## src/rtl/rtc_pkg.sv

```systemverilog
package rtc_pkg;

    typedef struct packed {
        logic [7:0] sec;
        logic [7:0] min;
        logic [7:0] hour;
        logic [7:0] date;
        logic [7:0] mon;
        logic [7:0] year;
    } rtc_time_t;

    localparam rtc_time_t TIME_AT_RESET = '{8'h00, 8'h00, 8'h00, 8'h01, 8'h01, 8'h00};

    localparam logic [3:0] A_CTRL = 4'd0;
    localparam logic [3:0] A_CAL  = 4'd1;
    localparam logic [3:0] A_SEC  = 4'd2;
    localparam logic [3:0] A_MIN  = 4'd3;
    localparam logic [3:0] A_HOUR = 4'd4;
    localparam logic [3:0] A_DATE = 4'd5;
    localparam logic [3:0] A_MON  = 4'd6;
    localparam logic [3:0] A_YEAR = 4'd7;
    localparam int         A_ALM0 = 8;
    localparam int         ALM_N  = 5;

    // next BCD value, digits only (caller handles range wrap)
    function automatic logic [7:0] bcd_inc(input logic [7:0] v);
        if (v[3:0] >= 4'd9) return {v[7:4] + 4'd1, 4'd0};
        return {v[7:4], v[3:0] + 4'd1};
    endfunction

    // year value (tens*10+units) is a multiple of four when units+2*tens is
    function automatic logic is_leap(input logic [7:0] y);
        logic [5:0] s;
        s = {2'b00, y[3:0]} + {1'b0, y[7:4], 1'b0};
        return (s[1:0] == 2'b00);
    endfunction

    function automatic logic [7:0] month_last(input logic [7:0] m, input logic [7:0] y);
        case (m)
            8'h02:                      return is_leap(y) ? 8'h29 : 8'h28;
            8'h04, 8'h06, 8'h09, 8'h11: return 8'h30;
            default:                    return 8'h31;
        endcase
    endfunction

endpackage

```

## src/rtl/rtc_timebase.sv

```systemverilog
module rtc_timebase #(
    parameter int DIV_BITS    = 15,
    parameter int TAP_BITS    = 6,
    parameter int PERIOD_BITS = 6,
    parameter int CAL_BITS    = 5
) (
    input  logic                clk,
    input  logic                rst_n,
    input  logic                ref_tick,
    input  logic                clear,
    input  logic                cal_add,
    input  logic [CAL_BITS-1:0] cal_mag,
    output logic                sec_tick,
    output logic                tap_out
);
    typedef struct packed {
        logic [TAP_BITS-1:0]    pre;
        logic [DIV_BITS-1:0]    div;
        logic [PERIOD_BITS-1:0] period;
        logic [CAL_BITS-1:0]    trim;
    } tb_state_t;

    tb_state_t st_d, st_q;
    logic [1:0]        step;
    logic [DIV_BITS:0] sum;

    always_comb begin
        st_d     = st_q;
        sec_tick = 1'b0;
        step     = 2'd1;
        sum      = '0;
        if (clear) begin
            st_d.pre = '0;
            st_d.div = '0;
        end else if (ref_tick) begin
            st_d.pre = st_q.pre + 1'b1;
            if (st_q.trim != '0) begin
                step      = cal_add ? 2'd2 : 2'd0;
                st_d.trim = st_q.trim - 1'b1;
            end
            sum      = {1'b0, st_q.div} + {{(DIV_BITS-1){1'b0}}, step};
            st_d.div = sum[DIV_BITS-1:0];
            sec_tick = sum[DIV_BITS];
            if (sum[DIV_BITS]) begin
                st_d.period = st_q.period + 1'b1;
                if (&st_q.period) st_d.trim = cal_mag;
            end
        end
    end

    always_ff @(posedge clk) begin
        if (!rst_n) st_q <= '0;
        else        st_q <= st_d;
    end

    assign tap_out = st_q.pre[TAP_BITS-1];

endmodule

```

## src/rtl/rtc_calendar.sv

```systemverilog
module rtc_calendar
    import rtc_pkg::*;
(
    input  logic      clk,
    input  logic      rst_n,
    input  logic      tick,
    input  logic      load,
    input  rtc_time_t load_time,
    output rtc_time_t cur,
    output rtc_time_t adv
);
    rtc_time_t t_d, t_q;

    always_comb begin
        adv = t_q;
        if (t_q.sec >= 8'h59) begin
            adv.sec = 8'h00;
            if (t_q.min >= 8'h59) begin
                adv.min = 8'h00;
                if (t_q.hour >= 8'h23) begin
                    adv.hour = 8'h00;
                    if (t_q.date >= month_last(t_q.mon, t_q.year)) begin
                        adv.date = 8'h01;
                        if (t_q.mon >= 8'h12) begin
                            adv.mon  = 8'h01;
                            adv.year = (t_q.year >= 8'h99) ? 8'h00 : bcd_inc(t_q.year);
                        end else begin
                            adv.mon = bcd_inc(t_q.mon);
                        end
                    end else begin
                        adv.date = bcd_inc(t_q.date);
                    end
                end else begin
                    adv.hour = bcd_inc(t_q.hour);
                end
            end else begin
                adv.min = bcd_inc(t_q.min);
            end
        end else begin
            adv.sec = bcd_inc(t_q.sec);
        end

        if (load)      t_d = load_time;
        else if (tick) t_d = adv;
        else           t_d = t_q;
    end

    always_ff @(posedge clk) begin
        if (!rst_n) t_q <= TIME_AT_RESET;
        else        t_q <= t_d;
    end

    assign cur = t_q;

endmodule

```

## src/rtl/rtc_alarm.sv

```systemverilog
module rtc_alarm
    import rtc_pkg::*;
(
    input  logic                  clk,
    input  logic                  rst_n,
    input  logic                  tick,
    input  rtc_time_t             adv,
    input  logic [ALM_N-1:0][7:0] alm,
    input  logic                  clr,
    output logic                  flag
);
    logic                  flag_d, flag_q;
    logic                  hit;
    logic [ALM_N-1:0][7:0] fld;

    always_comb begin
        fld = {adv.mon, adv.date, adv.hour, adv.min, adv.sec};
        hit = 1'b1;
        for (int k = 0; k < ALM_N; k++) begin
            if (alm[k][7] && ({1'b0, alm[k][6:0]} != fld[k])) hit = 1'b0;
        end
        if (tick && hit) flag_d = 1'b1;
        else if (clr)    flag_d = 1'b0;
        else             flag_d = flag_q;
    end

    always_ff @(posedge clk) begin
        if (!rst_n) flag_q <= 1'b0;
        else        flag_q <= flag_d;
    end

    assign flag = flag_q;

endmodule

```

## src/rtl/bcd_rtc.sv

```systemverilog
module bcd_rtc
    import rtc_pkg::*;
#(
    parameter int DIV_BITS    = 15,
    parameter int TAP_BITS    = 6,
    parameter int PERIOD_BITS = 6,
    parameter int CAL_BITS    = 5
) (
    input  logic       clk,
    input  logic       rst_n,
    input  logic       ref_tick,
    input  logic       wr_en,
    input  logic [3:0] wr_addr,
    input  logic [7:0] wr_data,
    input  logic [3:0] rd_addr,
    output logic [7:0] rd_data,
    output logic       test_tap,
    output logic       alarm_n
);
    typedef struct packed {
        logic                  snap;
        logic                  cal_add;
        logic [CAL_BITS-1:0]   cal_mag;
        rtc_time_t             hold;
        rtc_time_t             shot;
        logic [ALM_N-1:0][7:0] alm;
    } host_t;

    host_t     host_d, host_q;
    rtc_time_t cur_time, adv_time;
    logic      sec_tick, ctrl_wr, xfer, flag_clr, flag;

    assign ctrl_wr  = wr_en && (wr_addr == A_CTRL);
    assign xfer     = ctrl_wr && wr_data[1];
    assign flag_clr = ctrl_wr && wr_data[2];

    rtc_timebase #(
        .DIV_BITS(DIV_BITS), .TAP_BITS(TAP_BITS),
        .PERIOD_BITS(PERIOD_BITS), .CAL_BITS(CAL_BITS)
    ) u_tb (
        .clk(clk), .rst_n(rst_n), .ref_tick(ref_tick), .clear(xfer),
        .cal_add(host_q.cal_add), .cal_mag(host_q.cal_mag),
        .sec_tick(sec_tick), .tap_out(test_tap)
    );

    rtc_calendar u_cal (
        .clk(clk), .rst_n(rst_n), .tick(sec_tick), .load(xfer),
        .load_time(host_q.hold), .cur(cur_time), .adv(adv_time)
    );

    rtc_alarm u_alm (
        .clk(clk), .rst_n(rst_n), .tick(sec_tick), .adv(adv_time),
        .alm(host_q.alm), .clr(flag_clr), .flag(flag)
    );

    always_comb begin
        host_d = host_q;
        if (wr_en) begin
            case (wr_addr)
                A_CTRL: begin
                    host_d.snap = wr_data[0];
                    if (wr_data[0] && !host_q.snap) host_d.shot = cur_time;
                end
                A_CAL: begin
                    host_d.cal_add = wr_data[7];
                    host_d.cal_mag = wr_data[CAL_BITS-1:0];
                end
                A_SEC:  host_d.hold.sec  = wr_data;
                A_MIN:  host_d.hold.min  = wr_data;
                A_HOUR: host_d.hold.hour = wr_data;
                A_DATE: host_d.hold.date = wr_data;
                A_MON:  host_d.hold.mon  = wr_data;
                A_YEAR: host_d.hold.year = wr_data;
                default: begin
                    for (int k = 0; k < ALM_N; k++) begin
                        if (wr_addr == 4'(A_ALM0 + k)) host_d.alm[k] = wr_data;
                    end
                end
            endcase
        end
    end

    always_ff @(posedge clk) begin
        if (!rst_n) begin
            host_q      <= '0;
            host_q.hold <= TIME_AT_RESET;
            host_q.shot <= TIME_AT_RESET;
        end else begin
            host_q <= host_d;
        end
    end

    always_comb begin
        rd_data = 8'h00;
        case (rd_addr)
            A_CTRL: rd_data = {5'b0, flag, 1'b0, host_q.snap};
            A_CAL: begin
                rd_data[CAL_BITS-1:0] = host_q.cal_mag;
                rd_data[7]            = host_q.cal_add;
            end
            A_SEC:  rd_data = host_q.shot.sec;
            A_MIN:  rd_data = host_q.shot.min;
            A_HOUR: rd_data = host_q.shot.hour;
            A_DATE: rd_data = host_q.shot.date;
            A_MON:  rd_data = host_q.shot.mon;
            A_YEAR: rd_data = host_q.shot.year;
            default: begin
                for (int k = 0; k < ALM_N; k++) begin
                    if (rd_addr == 4'(A_ALM0 + k)) rd_data = host_q.alm[k];
                end
            end
        endcase
    end

    assign alarm_n = ~flag;

endmodule

```

## config.mk

```make
export PLATFORM = sky130hd
export DESIGN_NAME = bcd_rtc
export DESIGN_NICKNAME = d
export VERILOG_FILES = /design/src/rtl/rtc_pkg.sv /design/src/rtl/rtc_timebase.sv /design/src/rtl/rtc_calendar.sv /design/src/rtl/rtc_alarm.sv /design/src/rtl/bcd_rtc.sv
export SDC_FILE = /design/constraint.sdc
export NUM_CORES = 1
export LEC_CHECK = 0
export ABC_AREA = 1
export BUFFER_PORTS_ARGS = -buffer_cell sky130_fd_sc_hd__buf_2
export CAP_MARGIN = 20
export CELL_PAD_IN_SITES_DETAIL_PLACEMENT = 1
export CELL_PAD_IN_SITES_GLOBAL_PLACEMENT = 1
export CORE_AREA = 2 2 165 167
export CTS_BUF_LIST = sky130_fd_sc_hd__clkbuf_4
export DETAILED_ROUTE_END_ITERATION = 6
export DIE_AREA = 0 0 167 169
export PLACE_DENSITY_LB_ADDON = 0.1
export SLEW_MARGIN = 0
export SYNTH_ARGS = -nofsm -noshare
export SYNTH_HDL_FRONTEND = slang
export SYNTH_HIERARCHICAL = 1
export SYNTH_SLANG_ARGS = --single-unit
export TNS_END_PERCENT = 30
```

## constraint.sdc

```tcl
create_clock -name clk -period 3.95 [get_ports clk]
set_input_delay 0.395 -clock clk [delete_from_list [all_inputs] [get_ports clk]]
set_output_delay 0.395 -clock clk [all_outputs]
set_load 0.01 [all_outputs]
```

Word level (Yosys, flattened, before mapping)
Cells that the tools add are included.
{ "word_totals": {"ff_bits": 224, "output_inout_bits": 10, "word_cells": 225} }
{ "classes": {"n_addsub": 17, "order_cmp": 12, "eq_ne": 34, "mux": 80, "n_bitwise": 4, "n_reduce_logical": 46} }
{ "ops": {"columns": ["operator", "count"], "rows": [
  ["$mux W8", 27],
  ["$mux W48", 2],
  ["$add A4 B1 Y4 const B", 12],
  ["$eq A4 B4 Y1 const B", 10],
  ["$mux W40", 1],
  ["$ne A7 B8 Y1", 5],
  ["$pmux W5 S8", 1],
  ["$mux W1", 36],
  ["$eq A4 B3 Y1 const B", 8],
  ["$mux W32", 1],
  ["$ge A4 B4 Y1 const B", 6],
  ["$mux W24", 1],
  ["$reduce_and A3 Y1", 7],
  ["$reduce_and A2 Y1", 9],
  ["$add A15 B2 Y16", 1],
  ["$eq A4 B2 Y1 const B", 4],
  ["$eq A8 B3 Y1 const B", 2],
  ["$ge A8 B7 Y1 const B", 2],
  ["$mux W16", 1],
  ["$pmux W8 S2", 1],
  ["$mux W5", 3],
  ["$pmux W2 S7", 1],
  ["$reduce_bool A2 Y1", 7],
  ["$add A6 B1 Y6 const B", 2],
  ["other kinds (24)", 43]
]} }

Longest topological paths before layout
{ "depth": {"depth_word": 27, "mapped_depth": 30, "ltp_nobuf": 30} }

Modules after synthesis
The synthesis kept the hierarchy.
{ "by_module_without_submodules": {"columns": ["module", "n_inst", "cells_per_inst", "area_each_um2", "seq_area_each_um2"], "rows": [
  ["bcd_rtc", 1, 844, 5935.7, 2862.7],
  ["rtc_calendar", 1, 588, 3871.2, 960.9],
  ["rtc_timebase", 1, 252, 1746.7, 640.6],
  ["rtc_alarm", 1, 159, 713.2, 20.0]
]} }

Worst setup path before layout
No wires, ideal clock.
{ "synth_path": {"path_kind": "reg-to-reg", "start": "register u_cal.t_q (netlist bit u_cal/cur[8])", "end": "register u_alm.flag_q, in the netlist u_alm/flag", "setup_ns": 0.066, "arrival_ns": 3.056, "slack_ns": 0.828, "stages_incl_launch_ff": 28, "path_buffers": 1, "period_less_slack_ns": 3.122, "path_cell_list": "dfxtp_1 -> inv_1 -> ha_1 -> o21ai_0 -> a211oi_1 -> a41oi_1 -> nand2_1 -> o21ai_0 -> ha_1 -> nor2_1 -> nand2_1 -> nand2_1 -> nand2_1 -> nand2_4 -> nor2_8 -> nand2_4 -> buf_6 -> a21boi_0 -> nand2_1 -> nand2_1 -> nand2_1 -> nor2_1 -> nand2_1 -> nand2_1 -> nand2_1 -> nor2_1 -> nand2_1 -> a21oi_2"} }
{ "synth_rtl": {"columns": ["element", "line", "rtl"], "rows": [
  ["from (decl)", "rtc_calendar.sv:12", "rtc_time_t t_d, t_q;"],
  ["from (signal assigned)", "rtc_calendar.sv:50", "else t_q <= t_d;"],
  ["to (signal assigned)", "rtc_alarm.sv:29", "else flag_q <= flag_d;"],
  ["to (decl)", "rtc_alarm.sv:12", "logic flag_d, flag_q;"]
]} }

==> reports/results.ini <==
[status]
status = complete, no violations

[pwr]
p_sw_mw = 1.27
peakVddDrop_mv = 0.245
power.share.clock_pct = 45.7
internal_power_mw = 3.49
p_seq_share_pct = 48.6
power_per_cell_area_nw_per_um2 = 355
leakage_nw = 5.76
power_frac_comb_pct = 5.7
p_total_mw = 4.76
swShare_pct = 26.8

[clock_network]
cts.sinks = 224
clk_pin_slew_ns = 0.06
h-tree-depth = 3
clockBufferDepth = 3
root_buffer = clkbuf_4
numCtsBuffers = 67
clock_latency_ns = 0.70
cts_tree = yes

[drt]
ant_nets = 0
dr_total_vias = 12476
finalWirelength_microns = 43200
drc = 0
wire_per_inst_microns = 19.2
first_pass_iters = 5
via_per_inst = 5.53
dr.first_iter.drc_count = 933

[placed_design]
post-place-ws_ns = 0.233
place_area_sq_um = 12600
io_buffer_count = 29
gp_congestion = 0.890
dp_hpwl_microns = 30400

[finish]
drive_above_1_share_pct = 11.0
final_common_cell = nand2_1
syn_to_final_growth_pct = 9.61
final_cell_mix = 362 x nand2_1, 316 x nor2_1, 222 x dfxtp_1
layout.nets = 1936
fin_area_sq_um = 13400

[grt]
first_global_vias = 12463
grt_use_total_pct = 30.7
antenna_found_initial = 2
grt_start_max_net_pins = 73
grt_overflow = 0
grt_pass1_wl_microns = 68600

[die]
die_h_microns = 169
rows = 60
die_w_microns = 167
start_util_pct = 46.1
coreArea_sq_um = 26500
pin_count = 30
die_area_sq_um = 28200

[worst_setup_path]
critPathArrivalTime_ns = 4.19
cp_data_required_time_ns = 4.56
crit_type = flip-flop to flip-flop
worst-path-max-fanout = 17
cp-start-kind = flip-flop
cp-end-kind = flip-flop
r2r_setup_slack_ns = 0.37

[timing]
tightest_slew_ns = 0.991
tns_ns = 0
slew_headroom_pct = 33.7
timing_hold_violations_final = 0
fmax_mhz = 280
skew_ns = 0.0579
layout_setup_ws_ns = 0.373
grt_setup_unrepaired = false
finalSetupViolations = 0
min_period_ns = 3.58
fin_crit_sh_pct = 90.6
slew_viol_final = 0

[synth]
synthCells = 1835
syn-cell-area_sq_um = 12200
syn_nets = 1897
yosysWarnings = 6
syn_area_per_cell_sq_um = 6.66

[worst_hold_path]
hold_class = input pin to flip-flop

[flow_run]
drv_cap = 0

worst max-delay path, stage by stage (launching register included):
cell and delay, ns:
dfxtp_4 0.38, inv_1 0.09, ha_1 0.25, o21ai_0 0.19, a211oi_1 0.10, a41oi_1 0.23
nand4_1 0.11, inv_1 0.08, ha_1 0.14, nand2_1 0.07, nand2_1 0.09, nor2_1 0.04
nand2_1 0.12, nand2_4 0.12, nor2_8 0.16, nand2_8 0.13, or2_2 0.32, nand2_1 0.07
inv_1 0.04, xor2_1 0.16, nor2_1 0.10, nand2_1 0.09, nor2_1 0.10, nor2_1 0.05
nor2_1 0.09, nand2_1 0.07, a21oi_2 0.10
flip-flops by register name, summed over array words and instances (netlist names):
register,flops
host_q,143
u_alm/flag,1
u_cal/cur,48
u_tb/st_q,31
u_tb/tap_out,1
what timing repair did:
action | in CTS | in global routing
resized for setup | 0 | 5
hold buffers | 4 | 0
setup endpoints to repair | 0 | 1
hold endpoints to repair | 5 | 0
setup buffers | 0 | 2
worst paths after layout:
kind | startpoint | to | cells past startpoint
max | u_cal/cur[8]$_SDFFE_PN1P_ | u_alm/flag$_SDFFE_PN0P_ | 26
max reg2reg | u_cal/cur[8]$_SDFFE_PN1P_ | u_alm/flag$_SDFFE_PN0P_ | 26
min reg2reg | host_q[123]$_SDFFE_PN0P_ | host_q[123]$_SDFFE_PN0P_ | 2
min | ref_tick | u_tb/st_q[11]$_SDFFE_PP0P_ | 3
power groups by stage:
stage,Combinational (mW),Clock (mW),Sequential (mW)
CTS,0.267,2.21,2.31
detailed placement,0.262,0,2.36
global placement,0.255,0,2.36
finish,0.269,2.18,2.31
floorplan,0.161,0,2.35
global route,0.294,2.34,2.32
area by class of cell:
type / instances / area (sq um)
diodes: 2 / 5.00
clock buffers: 92 / 691
clock inverters: 15 / 86.3
fillers: 3563 / 13100
inverters: 210 / 788
multi-input cells: 1319 / 6570
flip-flops and latches: 224 / 4490
well taps: 341 / 427
repair buffers: 52 / 343
through the flow:
step,instances,utilization [%],hold slack (ns)
2_1_floorplan,1835,-,0.437
3_3_place_gp,2140,47.4,0.448
3_5_place_dp,2140,47.4,0.452
4_1_cts,2251,50.4,0.0299
5_1_grt,2255,50.6,0.0501
6_report,2255,50.6,0.0690
routing by layer:
layer | GRT usage [%] | up-vias | wire length [microns]
met4 | 9.52 | 0 | 1060
met2 | 52.0 | 325 | 20500
met5 | 0 | - | 0
li1 | - | 6009 | -
met3 | 4.00 | 79 | 2170
met1 | 40.8 | 6063 | 19500
Note: power is estimated with default switching activity, not from simulation.
